## src/rtl/buscyc_pkg.sv

```systemverilog
package buscyc_pkg;

  localparam int CYC_W = 3;

  localparam logic [CYC_W-1:0] CYC_FETCH = 3'd0;
  localparam logic [CYC_W-1:0] CYC_MRD   = 3'd1;
  localparam logic [CYC_W-1:0] CYC_MWR   = 3'd2;
  localparam logic [CYC_W-1:0] CYC_IORD  = 3'd3;
  localparam logic [CYC_W-1:0] CYC_IOWR  = 3'd4;
  localparam logic [CYC_W-1:0] CYC_INTA  = 3'd5;

  typedef enum logic [2:0] {
    ST_IDLE = 3'd0,
    ST_T1   = 3'd1,
    ST_T2   = 3'd2,
    ST_TW   = 3'd3,
    ST_T3   = 3'd4,
    ST_HELD = 3'd5
  } bst_e;

  typedef struct packed {
    logic iom;
    logic s1;
    logic s0;
  } stat_t;

endpackage

```

## src/rtl/buscyc_status_enc.sv

```systemverilog
module buscyc_status_enc
  import buscyc_pkg::*;
(
  input  logic [CYC_W-1:0] cyc_type,
  output stat_t            stat,
  output logic             is_write
);

  always_comb begin
    is_write = 1'b0;
    case (cyc_type)
      CYC_FETCH: stat = '{iom: 1'b0, s1: 1'b1, s0: 1'b1};
      CYC_MRD:   stat = '{iom: 1'b0, s1: 1'b0, s0: 1'b1};
      CYC_MWR: begin
        stat     = '{iom: 1'b0, s1: 1'b1, s0: 1'b0};
        is_write = 1'b1;
      end
      CYC_IORD:  stat = '{iom: 1'b1, s1: 1'b0, s0: 1'b1};
      CYC_IOWR: begin
        stat     = '{iom: 1'b1, s1: 1'b1, s0: 1'b0};
        is_write = 1'b1;
      end
      CYC_INTA:  stat = '{iom: 1'b1, s1: 1'b1, s0: 1'b1};
      default:   stat = '{iom: 1'b0, s1: 1'b0, s0: 1'b1};
    endcase
  end

endmodule

```

## src/rtl/buscyc_seq.sv

```systemverilog
module buscyc_seq
  import buscyc_pkg::*;
(
  input  logic clk,
  input  logic rst,
  input  logic req_valid,
  input  logic hold,
  input  logic ready,
  output bst_e state,
  output bst_e state_nx,
  output logic accept
);

  // hold outranks a waiting request, and is looked at only between cycles
  assign accept = (state == ST_IDLE) && !hold && req_valid;

  always_comb begin
    state_nx = state;
    case (state)
      ST_IDLE: begin
        if (hold)           state_nx = ST_HELD;
        else if (req_valid) state_nx = ST_T1;
      end
      ST_T1:   state_nx = ST_T2;
      ST_T2,
      ST_TW:   state_nx = ready ? ST_T3 : ST_TW;
      ST_T3:   state_nx = ST_IDLE;
      ST_HELD: state_nx = hold ? ST_HELD : ST_IDLE;
      default: state_nx = ST_IDLE;
    endcase
  end

  always_ff @(posedge clk) begin
    if (rst) state <= ST_IDLE;
    else     state <= state_nx;
  end


  wait_extend_chk: assert property (@(posedge clk) disable iff (rst)
    ((state == ST_T2 || state == ST_TW) && !ready) |=> (state == ST_TW));


  hold_mid_cycle_chk: assert property (@(posedge clk) disable iff (rst)
    (state == ST_T1 || state == ST_T2 || state == ST_TW || state == ST_T3)
      |=> (state != ST_HELD));

endmodule

```

## src/rtl/buscyc_ctrl.sv

```systemverilog
module buscyc_ctrl
  import buscyc_pkg::*;
#(
  parameter int ADDR_W = 16,
  parameter int DATA_W = 8
) (
  input  logic              clk,
  input  logic              rst,
  input  logic              req_valid,
  input  logic [CYC_W-1:0]  req_type,
  input  logic [ADDR_W-1:0] req_addr,
  input  logic [DATA_W-1:0] req_wdata,
  output logic [DATA_W-1:0] rsp_rdata,
  output logic              rsp_done,
  output logic [ADDR_W-1:0] bus_addr,
  output logic              bus_oe,
  output logic [DATA_W-1:0] bus_dout,
  output logic              bus_dout_oe,
  input  logic [DATA_W-1:0] bus_din,
  output logic              rd_n,
  output logic              wr_n,
  output logic              iom,
  output logic              iom_oe,
  output logic              s1,
  output logic              s0,
  input  logic              ready,
  input  logic              hold,
  output logic              hlda
);

  bst_e state, state_nx;
  logic accept;

  logic [CYC_W-1:0]  lat_type;
  logic [ADDR_W-1:0] lat_addr;
  logic [DATA_W-1:0] lat_wdata;

  logic [CYC_W-1:0]  type_nx;
  logic [ADDR_W-1:0] addr_nx;
  logic [DATA_W-1:0] wdata_nx;
  stat_t             stat_nx;
  logic              wr_nx;
  logic              in_cyc_nx;
  logic              strobe_nx;

  buscyc_seq u_seq (
    .clk       (clk),
    .rst       (rst),
    .req_valid (req_valid),
    .hold      (hold),
    .ready     (ready),
    .state     (state),
    .state_nx  (state_nx),
    .accept    (accept)
  );

  // cycle attributes as they will be after this edge
  assign type_nx  = accept ? req_type  : lat_type;
  assign addr_nx  = accept ? req_addr  : lat_addr;
  assign wdata_nx = accept ? req_wdata : lat_wdata;

  buscyc_status_enc u_enc (
    .cyc_type (type_nx),
    .stat     (stat_nx),
    .is_write (wr_nx)
  );

  assign in_cyc_nx = (state_nx == ST_T1) || (state_nx == ST_T2) ||
                     (state_nx == ST_TW) || (state_nx == ST_T3);
  assign strobe_nx = (state_nx == ST_T2) || (state_nx == ST_TW) ||
                     (state_nx == ST_T3);

  always_ff @(posedge clk) begin
    if (rst) begin
      lat_type    <= CYC_MRD;
      lat_addr    <= '0;
      lat_wdata   <= '0;
      rsp_rdata   <= '0;
      rsp_done    <= 1'b0;
      bus_addr    <= '0;
      bus_oe      <= 1'b0;
      bus_dout    <= '0;
      bus_dout_oe <= 1'b0;
      rd_n        <= 1'b1;
      wr_n        <= 1'b1;
      iom         <= 1'b0;
      iom_oe      <= 1'b0;
      s1          <= 1'b0;
      s0          <= 1'b0;
      hlda        <= 1'b0;
    end else begin
      if (accept) begin
        lat_type  <= req_type;
        lat_addr  <= req_addr;
        lat_wdata <= req_wdata;
      end
      bus_oe      <= in_cyc_nx;
      iom_oe      <= in_cyc_nx;
      bus_addr    <= in_cyc_nx ? addr_nx : '0;
      iom         <= in_cyc_nx & stat_nx.iom;
      s1          <= in_cyc_nx & stat_nx.s1;
      s0          <= in_cyc_nx & stat_nx.s0;
      rd_n        <= !(strobe_nx && !wr_nx);
      wr_n        <= !(strobe_nx && wr_nx);
      bus_dout_oe <= strobe_nx && wr_nx;
      bus_dout    <= wdata_nx;
      hlda        <= (state_nx == ST_HELD);
      rsp_done    <= (state == ST_T3);
      if (state == ST_T3 && !wr_nx) rsp_rdata <= bus_din;
    end
  end


  rd_wr_excl_chk: assert property (@(posedge clk) disable iff (rst)
    !(!rd_n && !wr_n));


  held_float_chk: assert property (@(posedge clk) disable iff (rst)
    hlda |-> (!bus_oe && !iom_oe && !bus_dout_oe && rd_n && wr_n));


  hlda_release_chk: assert property (@(posedge clk) disable iff (rst)
    (hlda && !hold) |=> !hlda);


  done_pulse_chk: assert property (@(posedge clk) disable iff (rst)
    rsp_done |=> !rsp_done);


  idle_halt_code_chk: assert property (@(posedge clk) disable iff (rst)
    !bus_oe |-> (!s1 && !s0 && !iom_oe));

endmodule

```

## config.mk

```make
export PLATFORM = sky130hd
export DESIGN_NAME = buscyc_ctrl
export DESIGN_NICKNAME = d
export VERILOG_FILES = /design/src/rtl/buscyc_pkg.sv /design/src/rtl/buscyc_status_enc.sv /design/src/rtl/buscyc_seq.sv /design/src/rtl/buscyc_ctrl.sv
export SDC_FILE = /design/constraint.sdc
export NUM_CORES = 1
export LEC_CHECK = 0
export ABC_AREA = 1
export BUFFER_PORTS_ARGS = -buffer_cell sky130_fd_sc_hd__clkbuf_2
export CAP_MARGIN = 30
export CORE_ASPECT_RATIO = 2
export CORE_UTILIZATION = 55
export CTS_BUF_LIST = sky130_fd_sc_hd__clkbuf_8
export DETAILED_ROUTE_END_ITERATION = 8
export PLACE_DENSITY_LB_ADDON = 0.15
export SLEW_MARGIN = 5
export SYNTH_ARGS = -nofsm -noshare
export SYNTH_HDL_FRONTEND = slang
export SYNTH_SLANG_ARGS = --single-unit
export TNS_END_PERCENT = 5
```

## constraint.sdc

```tcl
create_clock -name clk -period 4.7 [get_ports clk]
set_input_delay 0.94 -clock clk [delete_from_list [all_inputs] [get_ports clk]]
set_output_delay 0.94 -clock clk [all_outputs]
set_load 0.005 [all_outputs]
```

# After elaboration in Yosys (flattened, before gate mapping)
# Cells that the tools add are included.
dict set report word_totals {
  reg_bits 63
  output_inout_bits 42
  word_cells 61
  in_bits 40
}
dict set report op_classes {
  n_eq_ne 14
  n_bitwise 4
  mux 9
  reduce_logical 19
}
# operator n
set op_table {}
lappend op_table {{$eq A3 B2 Y1 const B} 6}
lappend op_table {{$eq A3 B3 Y1 const B} 6}
lappend op_table {{$mux W16} 1}
lappend op_table {{$mux W3} 5}
lappend op_table {{$pmux W3 S5} 1}
lappend op_table {{$pmux W3 S4} 1}
lappend op_table {{$eq A3 B1 Y1 const B} 2}
lappend op_table {{$logic_not A3 Y1} 2}
lappend op_table {{$reduce_or A2 Y1} 3}
lappend op_table {{$logic_and A1 B1 Y1} 5}
lappend op_table {{$logic_or A1 B1 Y1} 5}
lappend op_table {{$logic_not A1 Y1} 4}
lappend op_table {{$and A1 B1 Y1} 3}
lappend op_table {{$mux W1} 1}
lappend op_table {{$not A1 Y1} 1}

# Depth between registers and ports, before layout
dict set report depth {
  ltp_word 10
  depth_mapped 11
  mapped_depth_nobuf 10
}

# Modules after synthesis
# Synthesis repeated with hierarchy kept, for this count alone.
dict set report hier_totals {
  hier_cells 303
  hier_area_um2 2372.3
}
# mod cells_per_inst area_each_um2 seq_area_each_um2 instances
set by_module_without_submodules {}
lappend by_module_without_submodules {buscyc_ctrl 255 2107.0 1201.2 1}
lappend by_module_without_submodules {buscyc_seq 29 177.7 60.1 1}
lappend by_module_without_submodules {buscyc_status_enc 19 87.6 0.0 1}

# Least setup slack after synthesis
# OpenSTA, ideal clock, no wires.
dict set report synth_timing {
  kind {in2reg}
  startpoint {input req_valid}
  endpoint {register rsp_rdata[0]}
  setup_time_ns 0.113
  cell_stages 11
  n_path_buf 2
  setup_slack_ns 2.614
  t_arrival_ns 1.973
  required_ns 4.587
  cell_sequence {inv_1 nor2_4 nand3_4 buf_6 nand2_1 nand2_2 nand2_4 nand3_4 buf_6 a21oi_2 nor2_1}
}
dict set report synth_between {
  elab_chain_len 7
  word_cells_on_any_way 8
  cone_classes {eq/ne (2); mux (2); reduce/logical (4)}
}
# element line
set synth_lines {}
lappend synth_lines {{start: declaration} buscyc_ctrl.sv:9} ;# input logic req_valid,
lappend synth_lines {{$logic_and A1 B1 Y1 (*)} buscyc_seq.sv:15} ;# assign accept = (state == ST_IDLE) && !hold && req_valid;
lappend synth_lines {{$mux W3 (*)} -}
lappend synth_lines {{$eq A3 B2 Y1 / $eq A3 B3 Y1 (equally long branches)} buscyc_status_enc.sv:11} ;# case (cyc_type)
lappend synth_lines {{$reduce_or A2 Y1 (no source line) (*)} -}
lappend synth_lines {{$mux W1 (*)} buscyc_status_enc.sv:11}
lappend synth_lines {{$logic_not A1 Y1 (*)} buscyc_ctrl.sv:109} ;# if (state == ST_T3 && !wr_nx) rsp_rdata <= bus_din;
lappend synth_lines {{$logic_and A1 B1 Y1 (*)} buscyc_ctrl.sv:109}
lappend synth_lines {{end signal: assignment} buscyc_ctrl.sv:109}
lappend synth_lines {{end: declaration} buscyc_ctrl.sv:13} ;# output logic [DATA_W-1:0] rsp_rdata,
# Mark *: on every way between the ends. The rest lies on a longest branch, timed or not.
# A chain may end at the register's enable or synchronous reset.

==> impl_results.md <==
- Outcome: finished, final reports clean
- Post-synthesis cell type count: 23
- Clock Latency Late Sink: around 0.34 ns
- Pleak: 1.52 nW
- Vias in the first global route: 1,838
- Tcrit/Tclk final: 0.551
- Post-Synth Simple-Gate Area: 0.301
- Yosys top cell area share: 0.541
- Initial drt markers: 29
- Vias: approximately 2,000
- Worst Setup End Kind: flop
- I/O pin cnt: between 80 and 90
- Ys async rst share: 0
- Drt total wl: 4500 um
- Total Die Area: 4520 sq um
- RD Place Congestion: 0.790
- RR Startpoint: u_seq.state[1]
- Syn Nets: around 340
- Leading cell type by number of instances after synthesis: nand2_1
- Clock power frac: 0.370
- Slew HR: 0.518
- Largest net degree at the start of global routing: 33
- P_int: just over 0.9 mW
- Core area: slightly above 4000 sq um
- CTS tree: yes
- Share of cells above drive strength 1: 0.298
- Crit start category: primary input
- Post-cts hold buffer count: 0
- Worst Max-Slew Pin Slew: just over 0.7 ns
- Filler Cell Count: ~370
- CTS Sinks: 63
- Reg clk slew, reported paths: 0.07 ns
- Setup violations, final: 0
- Post-CTS Resized: 0
- Crit path max fanout: 24
- Final setup skew: 0.00655 ns
- Std cell rows: 33
- Final Hold Fails: 0
- Post-synthesis adder-cell area fraction: 0
- DR pass1 iterations: 4
- Critical-path top delay cell: nand2_1
- Ys flop type: dfxtp_1
- Critical Path RT: roughly 4.9 ns
- Antenna-violating nets left: 0
- Combinational Power Share: 0.152
- Synth Area in Compound Gates: 0.0607
- First-pass GRT wire length: a little over 7000 um
- Busiest layer in global routing: met2
- Starting density of the core: 0.570
- FF-to-FF setup slack: 2.71 ns
- Worst hold path type: flop to flop
- RSZ-0062 raised after global routing: no
- Post-Synthesis Mean Instance Area: just under 8 sq um
- Met1 Use GR: 0.213
- CTS Buf Count: 9
- Switching pwr: 0.337 mW
- Synthesized area: about 2300 sq um
- Post-place setup slack: ~1.8 ns
- Non-Filler Instances: 438
- Reg2Reg Depth: 7
- Final Max Slew Viols: 0
- Mux share of post-synthesis cell area: 0
- R2R Path End: bus_addr[14]
- Die Span X: a little under 50 um
- Critical path's largest stage delay: ~0.65 ns
- Sequential share of the synthesized area: 0.541
- Yosys Warn Count: 0
- Hpwl dp: ~3200 um
- Crit path launch: rst
- DRC: 0
- Nets: approximately 420
- N_diodes: 0
- Total negative slack: 0 ns
- Synth area leader: dfxtp_1
- Crit path DAT: approximately 2.8 ns
- XOR/XNOR share of the synthesized area: 0
- Post-layout min period: around 2.6 ns
- DIE HEIGHT: between 90 and 100 um
- Final worst slack: ~2.1 ns
- Top cells by area, synth: dfxtp_1 54%, nand2_1 12%, nor2_1 9.8%
- Register share of total power: 0.478
- Critical Path Sink: s0
- EDFF count, synth: 0
- Synthesis-stage register bit count: 63
- Initial antenna violation count: 0
- Synth Instances: 302
- Placed Cells: roughly 420
- Global routing usage on met2: 0.394
- Worst-case clock buffer depth: 2
- I/O Buffers: slightly above 80
- H-tree depth: 3
- Sw Ratio: 0.272
- Power per cell area: 425 nW/um^2
- Max Cap Violations: 0
- Main combinational cell family by area after synthesis: simple AND/OR/NAND/NOR gates
- Top post-synthesis cells by count: 77 x nand2_1, 63 x dfxtp_1, 61 x nor2_1
- Met3 Usage GRT: 0.0846
- Grt ovf: 0
- Tot GR Track Use: 0.229
- Avg Vias per Cell: roughly 4.6
- Setup bufs post-CTS: 0
- Fmax: between 300 and 400 MHz
- VDD IR max: 266 uV
- Routed len/inst: between 10 and 15 um
- Cell Chain, Critical Path: clkbuf_2 -> clkinv_1 -> nand2_1 -> inv_1 -> nand2_1 -> inv_1
- Area grow syn2layout: 25.6%
- Critical path type: primary input to flop
- CTS root buf: clkbuf_8
## sequential cells by signal (all words and copies together) (netlist names), 3 cells and up
signal	cells
bus_addr	16
lat_addr	16
lat_type	3
lat_wdata	8
rsp_rdata	8
u_seq.state	3
## placed cells by master (no fill, tap or decap), drive strengths merged
| cell | netlist | routed |
|---|---|---|
| clkinv | 1 | 4 |
| nand3 | 14 | 14 |
| inv | 40 | 40 |
| clkbuf | 6 | 91 |
| nand2 | 80 | 80 |
| dfxtp | 63 | 63 |
| a21oi | 10 | 10 |
| bufinv | 0 | 1 |
| nand4 | 5 | 5 |
| nor3 | 1 | 1 |
| or2 | 1 | 1 |
| clkinvlp | 0 | 2 |
| nor2 | 63 | 63 |
| a31oi | 2 | 2 |
| o21ai | 9 | 9 |
## final cells by class
class	count	area, sq um	share of cell area
Clock buffer	10	138	0.0470
Sequential cell	63	1260	0.431
Multi-Input combinational cell	185	843	0.288
Clock inverter	6	60.1	0.0205
Timing Repair Buffer	81	405	0.139
Tap cell	52	65.1	0.0222
Inverter	41	154	0.0526
## per-layer routing
layer  wire length, um  up-vias
met5                 0        -
met4               119        0
met3               208       13
met2              2360       60
met1              1810      892
li1                  -     1070
## stage by stage
stage	power, mW	area [sq um]	utilization	hold WS [ns]
after global placement	0.790	2730	0.668	0.469
final	1.24	2930	0.716	0.486
after CTS	1.25	2930	0.716	0.493
after floorplan	0.734	2330	-	0.477
after detailed placement	0.795	2730	0.668	0.476
after global routing	1.31	2930	0.716	0.509
## kinds of logic after synthesis
group | after synthesis
AO/OA/AOI/OAI | 21
flip-flops | 63
buffers and inverters | 54
AND/OR/NAND/NOR | 164
## power groups by stage
stage	Sequential, mW	Combinational [mW]	Clock, mW
2_1_floorplan	0.606	0.128	0
3_3_place_gp	0.604	0.186	0
3_5_place_dp	0.605	0.190	0
4_1_cts	0.594	0.191	0.469
5_1_grt	0.599	0.216	0.495
6_report	0.594	0.189	0.460
## worst min-delay path by stage
stage | start | end | depth (start not counted)
floorplan | u_seq.state[2] | rsp_done | 2
global placement | lat_wdata[7] | lat_wdata[7] | 2
detailed placement | lat_wdata[6] | lat_wdata[6] | 2
CTS | lat_wdata[7] | lat_wdata[7] | 2
global route | lat_wdata[6] | lat_wdata[6] | 2
finish | lat_wdata[7] | lat_wdata[7] | 2
## worst max-delay path, delay by kind of cell
family / cells / cell delay (ns)
buf+inv: 4 / 1.11
simple gates: 2 / 0.76
Note: power is estimated with default switching activity, not from simulation.
